[src/rtl/capaddr_pkg.sv]
package capaddr_pkg;
  localparam int REG_RUN    = 0;
  localparam int REG_CTRL   = 1;
  localparam int REG_BASE   = 2;
  localparam int REG_SIZE   = 3;
  localparam int REG_STATUS = 4;
  localparam int REG_MASK   = 5;
  localparam int REG_CUR    = 6;
  localparam int REG_SHADOW = 7;
  localparam int REG_FLAGS  = 8;

  localparam int ST_DONE      = 7;
  localparam int ST_BUF_FULL  = 6;
  localparam int ST_STALL     = 5;
  localparam int EXT_EVT_W    = 5;
  localparam int SOFT_RST_BIT = 31;

  typedef struct packed {
    logic clrAll;
    logic baseWr;
    logic run;
  } dpStrobe_t;
endpackage

[src/rtl/capaddr_ctrl.sv]
module capaddr_ctrl
  import capaddr_pkg::*;
#(
  parameter int ADDR_W = 32,
  parameter int CNT_W  = 16
) (
  input  logic                 clk,
  input  logic                 rstN,
  input  logic                 busWrEn,
  input  logic [3:0]           busAddr,
  input  logic [31:0]          busWrData,
  output logic [31:0]          busRdData,
  input  logic [EXT_EVT_W-1:0] extEvt,
  input  logic                 fillEvt,
  input  logic                 starveEvt,
  input  logic [ADDR_W-1:0]    activeBase,
  input  logic [ADDR_W-1:0]    shadowBase,
  input  logic [ADDR_W-1:0]    curAddr,
  input  logic [1:0]           flags,
  output dpStrobe_t            stb,
  output logic [CNT_W-1:0]     sizeWords,
  output logic [7:0]           statusReg,
  output logic [7:0]           maskReg,
  output logic                 irq
);
  logic       runBit;
  logic       softRst;
  logic [7:0] setVec;
  logic [7:0] clrVec;

  function automatic logic hit(input int idx);
    return busWrEn && (busAddr == 4'(idx));
  endfunction

  assign softRst = hit(REG_CTRL) && busWrData[SOFT_RST_BIT];
  assign setVec  = {fillEvt, fillEvt, starveEvt, extEvt};
  assign clrVec  = hit(REG_STATUS) ? busWrData[7:0] : 8'h00;

  always_ff @(posedge clk or negedge rstN) begin
    if (!rstN) begin
      runBit    <= 1'b0;
      sizeWords <= '0;
      statusReg <= '0;
      maskReg   <= '0;
    end else if (softRst) begin
      runBit    <= 1'b0;
      sizeWords <= '0;
      statusReg <= '0;
      maskReg   <= '0;
    end else begin
      if (hit(REG_RUN))  runBit    <= busWrData[0];
      if (hit(REG_SIZE)) sizeWords <= busWrData[CNT_W-1:0];
      if (hit(REG_MASK)) maskReg   <= busWrData[7:0];
      statusReg <= (statusReg & ~clrVec) | setVec;
    end
  end

  assign stb.clrAll = softRst;
  assign stb.baseWr = hit(REG_BASE);
  assign stb.run    = runBit;
  assign irq        = |(statusReg & maskReg);

  always_comb begin
    busRdData = '0;
    case (busAddr)
      4'(REG_RUN):    busRdData[0]        = runBit;
      4'(REG_BASE):   busRdData[ADDR_W-1:0] = activeBase;
      4'(REG_SIZE):   busRdData[CNT_W-1:0]  = sizeWords;
      4'(REG_STATUS): busRdData[7:0]      = statusReg;
      4'(REG_MASK):   busRdData[7:0]      = maskReg;
      4'(REG_CUR):    busRdData[ADDR_W-1:0] = curAddr;
      4'(REG_SHADOW): busRdData[ADDR_W-1:0] = shadowBase;
      4'(REG_FLAGS):  busRdData[1:0]      = flags;
      default:        busRdData = '0;
    endcase
  end
endmodule

[src/rtl/capaddr_dp.sv]
module capaddr_dp
  import capaddr_pkg::*;
#(
  parameter int ADDR_W = 32,
  parameter int CNT_W  = 16,
  parameter int DATA_W = 32
) (
  input  logic              clk,
  input  logic              rstN,
  input  dpStrobe_t         stb,
  input  logic [ADDR_W-1:0] baseData,
  input  logic [CNT_W-1:0]  sizeWords,
  input  logic              capValid,
  input  logic [DATA_W-1:0] capData,
  output logic              capReady,
  output logic              memValid,
  output logic [ADDR_W-1:0] memAddr,
  output logic [DATA_W-1:0] memData,
  input  logic              memReady,
  output logic              fillEvt,
  output logic              starveEvt,
  output logic [ADDR_W-1:0] activeBase,
  output logic [ADDR_W-1:0] shadowBase,
  output logic [1:0]        flags
);
  localparam int OFS_W = CNT_W + 2;

  logic              activeValid, shadowValid;
  logic [CNT_W-1:0]  wordCnt;
  logic              accept, lastWord, open;
  logic              nActV, nShV;
  logic [ADDR_W-1:0] nActB, nShB;
  logic [CNT_W-1:0]  nCnt;

  assign open      = stb.run && activeValid;
  assign memValid  = open && capValid;
  assign capReady  = open && memReady;
  assign memData   = capData;
  assign memAddr   = activeBase + ADDR_W'({wordCnt, 2'b00});
  assign accept    = memValid && memReady;
  assign lastWord  = accept && ((wordCnt + 1'b1) == sizeWords);
  assign fillEvt   = lastWord;
  assign starveEvt = lastWord && !shadowValid;
  assign flags     = {shadowValid, activeValid};

  always_comb begin
    nActV = activeValid;
    nShV  = shadowValid;
    nActB = activeBase;
    nShB  = shadowBase;
    nCnt  = wordCnt;
    if (accept) begin
      if (lastWord) begin
        nCnt = '0;
        if (shadowValid) begin
          nActB = shadowBase;
          nShV  = 1'b0;
        end else begin
          nActV = 1'b0;
        end
      end else begin
        nCnt = wordCnt + 1'b1;
      end
    end
    if (stb.baseWr) begin
      if (!nActV) begin
        nActB = baseData;
        nActV = 1'b1;
        nCnt  = '0;
      end else begin
        nShB = baseData;
        nShV = 1'b1;
      end
    end
  end

  always_ff @(posedge clk or negedge rstN) begin
    if (!rstN) begin
      activeValid <= 1'b0;
      shadowValid <= 1'b0;
      activeBase  <= '0;
      shadowBase  <= '0;
      wordCnt     <= '0;
    end else if (stb.clrAll) begin
      activeValid <= 1'b0;
      shadowValid <= 1'b0;
      activeBase  <= '0;
      shadowBase  <= '0;
      wordCnt     <= '0;
    end else begin
      activeValid <= nActV;
      shadowValid <= nShV;
      activeBase  <= nActB;
      shadowBase  <= nShB;
      wordCnt     <= nCnt;
    end
  end

  logic [OFS_W-1:0] unusedOfs;
  assign unusedOfs = {wordCnt, 2'b00};
endmodule

[src/rtl/capture_addr_ctrl.sv]
module capture_addr_ctrl
  import capaddr_pkg::*;
#(
  parameter int ADDR_W = 32,
  parameter int CNT_W  = 16,
  parameter int DATA_W = 32
) (
  input  logic              clk,
  input  logic              rstN,
  input  logic              busWrEn,
  input  logic [3:0]        busAddr,
  input  logic [31:0]       busWrData,
  output logic [31:0]       busRdData,
  input  logic [4:0]        extEvt,
  input  logic              capValid,
  input  logic [DATA_W-1:0] capData,
  output logic              capReady,
  output logic              memValid,
  output logic [ADDR_W-1:0] memAddr,
  output logic [DATA_W-1:0] memData,
  input  logic              memReady,
  output logic              irq
);
  dpStrobe_t         dpStb;
  logic [CNT_W-1:0]  sizeWords;
  logic [7:0]        statusReg, maskReg;
  logic              fillEvt, starveEvt;
  logic [ADDR_W-1:0] activeBase, shadowBase;
  logic [1:0]        flags;

  capaddr_ctrl #(.ADDR_W(ADDR_W), .CNT_W(CNT_W)) u_ctrl (
    .clk(clk), .rstN(rstN), .busWrEn(busWrEn), .busAddr(busAddr),
    .busWrData(busWrData), .busRdData(busRdData), .extEvt(extEvt),
    .fillEvt(fillEvt), .starveEvt(starveEvt), .activeBase(activeBase),
    .shadowBase(shadowBase), .curAddr(memAddr), .flags(flags),
    .stb(dpStb), .sizeWords(sizeWords), .statusReg(statusReg),
    .maskReg(maskReg), .irq(irq)
  );

  capaddr_dp #(.ADDR_W(ADDR_W), .CNT_W(CNT_W), .DATA_W(DATA_W)) u_dp (
    .clk(clk), .rstN(rstN), .stb(dpStb), .baseData(busWrData[ADDR_W-1:0]),
    .sizeWords(sizeWords), .capValid(capValid), .capData(capData),
    .capReady(capReady), .memValid(memValid), .memAddr(memAddr),
    .memData(memData), .memReady(memReady), .fillEvt(fillEvt),
    .starveEvt(starveEvt), .activeBase(activeBase), .shadowBase(shadowBase),
    .flags(flags)
  );
endmodule

[config.mk]
export PLATFORM = sky130hd
export DESIGN_NAME = capture_addr_ctrl
export DESIGN_NICKNAME = d
export VERILOG_FILES = /design/src/rtl/capaddr_pkg.sv /design/src/rtl/capaddr_ctrl.sv /design/src/rtl/capaddr_dp.sv /design/src/rtl/capture_addr_ctrl.sv
export SDC_FILE = /design/constraint.sdc
export NUM_CORES = 1
export LEC_CHECK = 0
export BUFFER_PORTS_ARGS = -buffer_cell sky130_fd_sc_hd__buf_4
export CORE_MARGIN = 2
export CORE_UTILIZATION = 29
export CTS_CLUSTER_DIAMETER = 80
export DETAILED_ROUTE_END_ITERATION = 8
export SYNTH_ARGS = -nofsm -noshare
export SYNTH_HDL_FRONTEND = slang
export SYNTH_SLANG_ARGS = --single-unit
[constraint.sdc]
create_clock -name clk -period 3.2 [get_ports clk]
set_clock_uncertainty 0.05 [all_clocks]
set_input_delay 0.48 -clock clk [delete_from_list [all_inputs] [get_ports clk]]
set_output_delay 0.48 -clock clk [all_outputs]
set_load 0.05 [all_outputs]
==> results.md <==
- Result of the run: finished, violations left
- Violations in the final reports: negative setup slack
- Clock-pin transition on the worst setup and hold timing paths: ~0.060 ns
- Post-layout utilization of the core: a little under half
- Port-buffer cells: 112
- Sequential fraction of the synthesis area: a little over a third
- Sort of element at the end of the critical path: output port
- Class of the tightest hold or removal check: in -> async
- Area Overhead vs Synth: 54.8%
- Count of state elements after synthesis: ~120
- Slew at the pin closest to its max-slew limit: about 0.76 ns
- Overall Global Routing Usage: between 10% and 20%
- Average vias per placed instance: roughly 5.6
- Relative max-transition margin: roughly half
- Worst Hold Margin: between 0.04 and 0.05 ns
- Share of the cycle needed by the critical path after routing: 115%
- Total count of hold-check failures in the final report: 0
- Gp weighted congestion: 0.861
- Row cnt: 60
- Cell variety after synth: between 50 and 60
- Critical Path AT: approximately 3.1 ns
- Drt pass-1 iters: 6
- Minimum clock period after layout: 3.67 ns
- Share of post-route cells with drive strength above 1: ~43%
- CTS tree: yes
- RSZ-0062 raised after global routing: yes
- Clk_lat worst skew: about 0.43 ns
- Worst Setup Slack, final: -0.474 ns
- Via count of the first global-routing pass: ~7500
- Number of antenna violations at the first check in global routing: 0
- Power density over the cells: ~620 nW/um^2
- Number of clock buffers inserted by TritonCTS: 17
- Maximum fanout along the worst path: 4
- Data required, critical path: ~2.7 ns
- Root buf cell: sky130_fd_sc_hd__clkbuf_16
- Floorplan die width: roughly 170 um
- Antenna viol nets, final: 0
- Critical path startpoint category: flop
- Number of buffers added to fix hold violations after cts: 0
- Final setup fails: approximately 110
- Max-Cap Viols: 0
- Die ar.: approximately 29000 um^2
- Average wire per standard cell: approximately 22 um
- Number of primary I/O pins: 177
- Sinks on the clock net: ~120
- Post-route DRC violation count: 0
- Count of synthesis-stage warnings from yosys: 0
- Global-route wire length before repair: 43000 um
- Highest Clock Rate: 272 MHz
- Most instantiated flip-flop cell in the synthesis netlist: sky130_fd_sc_hd__dfrtp_1
- Syn Nets: around 1000
- DP Wirelength: roughly 20000 um
- Share of async-settable or async-resettable flops after synthesis: 100%
- Number of antenna diodes: 0
- Maximum number of pins on one net before global-route repair: 53
- Post-Synthesis Cells: 934
- Final global-route overflow total: 0
- Net count reported at finish: around 1200
- Final max-slew violation count: 0
- Starting Density: between 20% and 30%
- Area of the mapped netlist: 7960 um^2
- Placeable core region: 27000 um^2
- Mapped Avg Cell Area: between 8 and 9 um^2
- H-tree levels: 4
- Drt total wl: just over 30000 um
- Maximum root-to-sink buffer count: 2
- Leakage power of the design: roughly 5.4 nW
- Worst Setup Path Type: reg -> out
- Height of the die: 170 um
- Via count: a little over 8000
- Number of enable-type register cells in the synthesized netlist: 0
- Number of design-rule violations left by the first detailed-router iteration: 885
- VDD IR max: between 300 and 400 uV
layout make-up:
type                       count  area [um^2]
inverter                      11         41.3
tap                          341          427
sequential                   115         2880
multi-input combinational    705         5920
fill                        2431        14600
clock inverter                15          171
clock buffer                  17          425
timing repair buffer         239         2460
worst max-delay path, stage by stage (launching register included):
cell                        delay (ns)
sky130_fd_sc_hd__dfrtp_1          0.38
sky130_fd_sc_hd__ha_1             0.30
sky130_fd_sc_hd__a21o_1           0.16
sky130_fd_sc_hd__a21o_1           0.19
sky130_fd_sc_hd__a2111oi_4        0.46
sky130_fd_sc_hd__a2bb2oi_4        0.26
sky130_fd_sc_hd__buf_6            0.13
sky130_fd_sc_hd__o31a_1           0.26
sky130_fd_sc_hd__nor2_2           0.09
sky130_fd_sc_hd__xnor2_2          0.14
sky130_fd_sc_hd__o21ai_2          0.17
sky130_fd_sc_hd__buf_6            0.18
worst paths after layout:
check                                      end  slack, ns  cells past startpoint                 from
min in group clk           u_ctrl.statusReg[4]       0.22                      3            extEvt[4]
max                              busRdData[31]      -0.47                     11      u_dp.wordCnt[1]
min                        u_dp.shadowBase[26]       0.05                      1                 rstN
max in group asynchronous      u_dp.wordCnt[5]       2.28                      2                 rstN
min reg2reg                u_dp.shadowBase[17]       0.50                      2  u_dp.shadowBase[17]
max reg2reg                u_dp.activeBase[11]      -0.40                     16      u_dp.wordCnt[0]
state kept, by name (all words and copies together) (netlist names):
signal and count:
u_ctrl.maskReg 8, u_ctrl.runBit 1, u_ctrl.sizeWords 16, u_ctrl.statusReg 8, u_dp.activeBase 32, u_dp.activeValid 1, u_dp.shadowBase 32, u_dp.shadowValid 1
u_dp.wordCnt 16
per-stage QoR:
step | instances | worst slack [ns] | setup TNS, ns | area (um^2) | power, mW
after floorplan | 934 | -0.162 | -0.258 | 8370 | 3.98
after global placement | 1360 | -0.0744 | -0.134 | 9760 | 4.80
after detailed placement | 1360 | -0.0627 | -0.131 | 9760 | 4.82
after CTS | 1402 | -0.441 | -11.57 | 10900 | 6.98
after global routing | 1443 | -0.600 | -48.67 | 12300 | 7.99
final | 1443 | -0.474 | -35.00 | 12300 | 7.67
cells by family after synthesis:
family                     share of synthesized area, %
muxes                                              6.36
AOI/OAI and AO/OA                                  21.7
adders and majority gates                          2.92
buffers and inverters                              7.42
DFF                                                36.1
and+or+nand+nor                                    17.3
xor gates and xnor gates                           8.14
placed cells by master (no fill, tap or decap), types with 6 or more instances in the layout:
cell and n:
sky130_fd_sc_hd__inv_1 11, sky130_fd_sc_hd__o21ai_4 14, sky130_fd_sc_hd__ha_1 13, sky130_fd_sc_hd__nor2_1 50
sky130_fd_sc_hd__buf_4 140, sky130_fd_sc_hd__xor2_2 11, sky130_fd_sc_hd__clkbuf_16 26, sky130_fd_sc_hd__dfrtp_1 114
sky130_fd_sc_hd__nand2_4 6, sky130_fd_sc_hd__mux2i_1 44, sky130_fd_sc_hd__xor2_1 15, sky130_fd_sc_hd__xnor2_2 12
sky130_fd_sc_hd__buf_12 12, sky130_fd_sc_hd__buf_8 17, sky130_fd_sc_hd__xnor2_1 26, sky130_fd_sc_hd__nor3_1 12
sky130_fd_sc_hd__nand3_2 17, sky130_fd_sc_hd__nand2_2 6, sky130_fd_sc_hd__a21o_1 11, sky130_fd_sc_hd__and3_1 13
sky130_fd_sc_hd__nand4_1 12, sky130_fd_sc_hd__o31ai_2 15, sky130_fd_sc_hd__a22oi_1 8, sky130_fd_sc_hd__o21ai_2 31
sky130_fd_sc_hd__a222oi_1 8, sky130_fd_sc_hd__a21oi_2 25, sky130_fd_sc_hd__o21ai_0 10, sky130_fd_sc_hd__nand3_1 27
sky130_fd_sc_hd__buf_6 61, sky130_fd_sc_hd__nand2_1 93, sky130_fd_sc_hd__o31ai_4 6, sky130_fd_sc_hd__nand3_4 10
sky130_fd_sc_hd__nand2b_1 8, sky130_fd_sc_hd__a21oi_1 84, sky130_fd_sc_hd__o31ai_1 12
repair_timing:
item | CTS | global route
gates resized for setup | 95 | 225
gates cloned | 0 | 15
pin swaps | 30 | 102
buffers inserted | 10 | 30
endpoints found under the setup margin | 45 | 115
synth_stat cells, drive strengths merged (9+ instances only):
| cell | instances | area (um^2) |
|---|---|---|
| nor2 | 54 | 203 |
| and3 | 13 | 81.3 |
| a22oi | 9 | 67.6 |
| inv | 11 | 41.3 |
| nand2 | 105 | 394 |
| dfrtp | 115 | 2880 |
| nand4 | 15 | 113 |
| o21ai | 60 | 300 |
| a21oi | 111 | 556 |
| nand3 | 54 | 275 |
| nor3 | 15 | 75.1 |
| xor2 | 31 | 272 |
| mux2i | 45 | 450 |
| clkbuf | 43 | 161 |
| xnor2 | 43 | 377 |
| o31ai | 33 | 248 |
| ha | 17 | 213 |
| a21o | 13 | 97.6 |
| buf | 60 | 388 |
routing by layer:
metal / part of all wire [%] / GRT usage, % / vias up
met2: 48 / 30.9 / 368
li1: - / - / 3644
met5: 0 / 0 / -
met1: 42 / 26.1 / 4066
met4: 2.4 / 5.20 / 0
met3: 7.6 / 4.31 / 59
power breakdown:
group	leakage, nW	switching [mW]	internal [mW]
clock network	0.285	0.785	1.17
registers	1.48	0.389	1.75
logic	3.67	2.02	1.56
total	5.43	3.19	4.48
(Power assumes the default switching activity.)
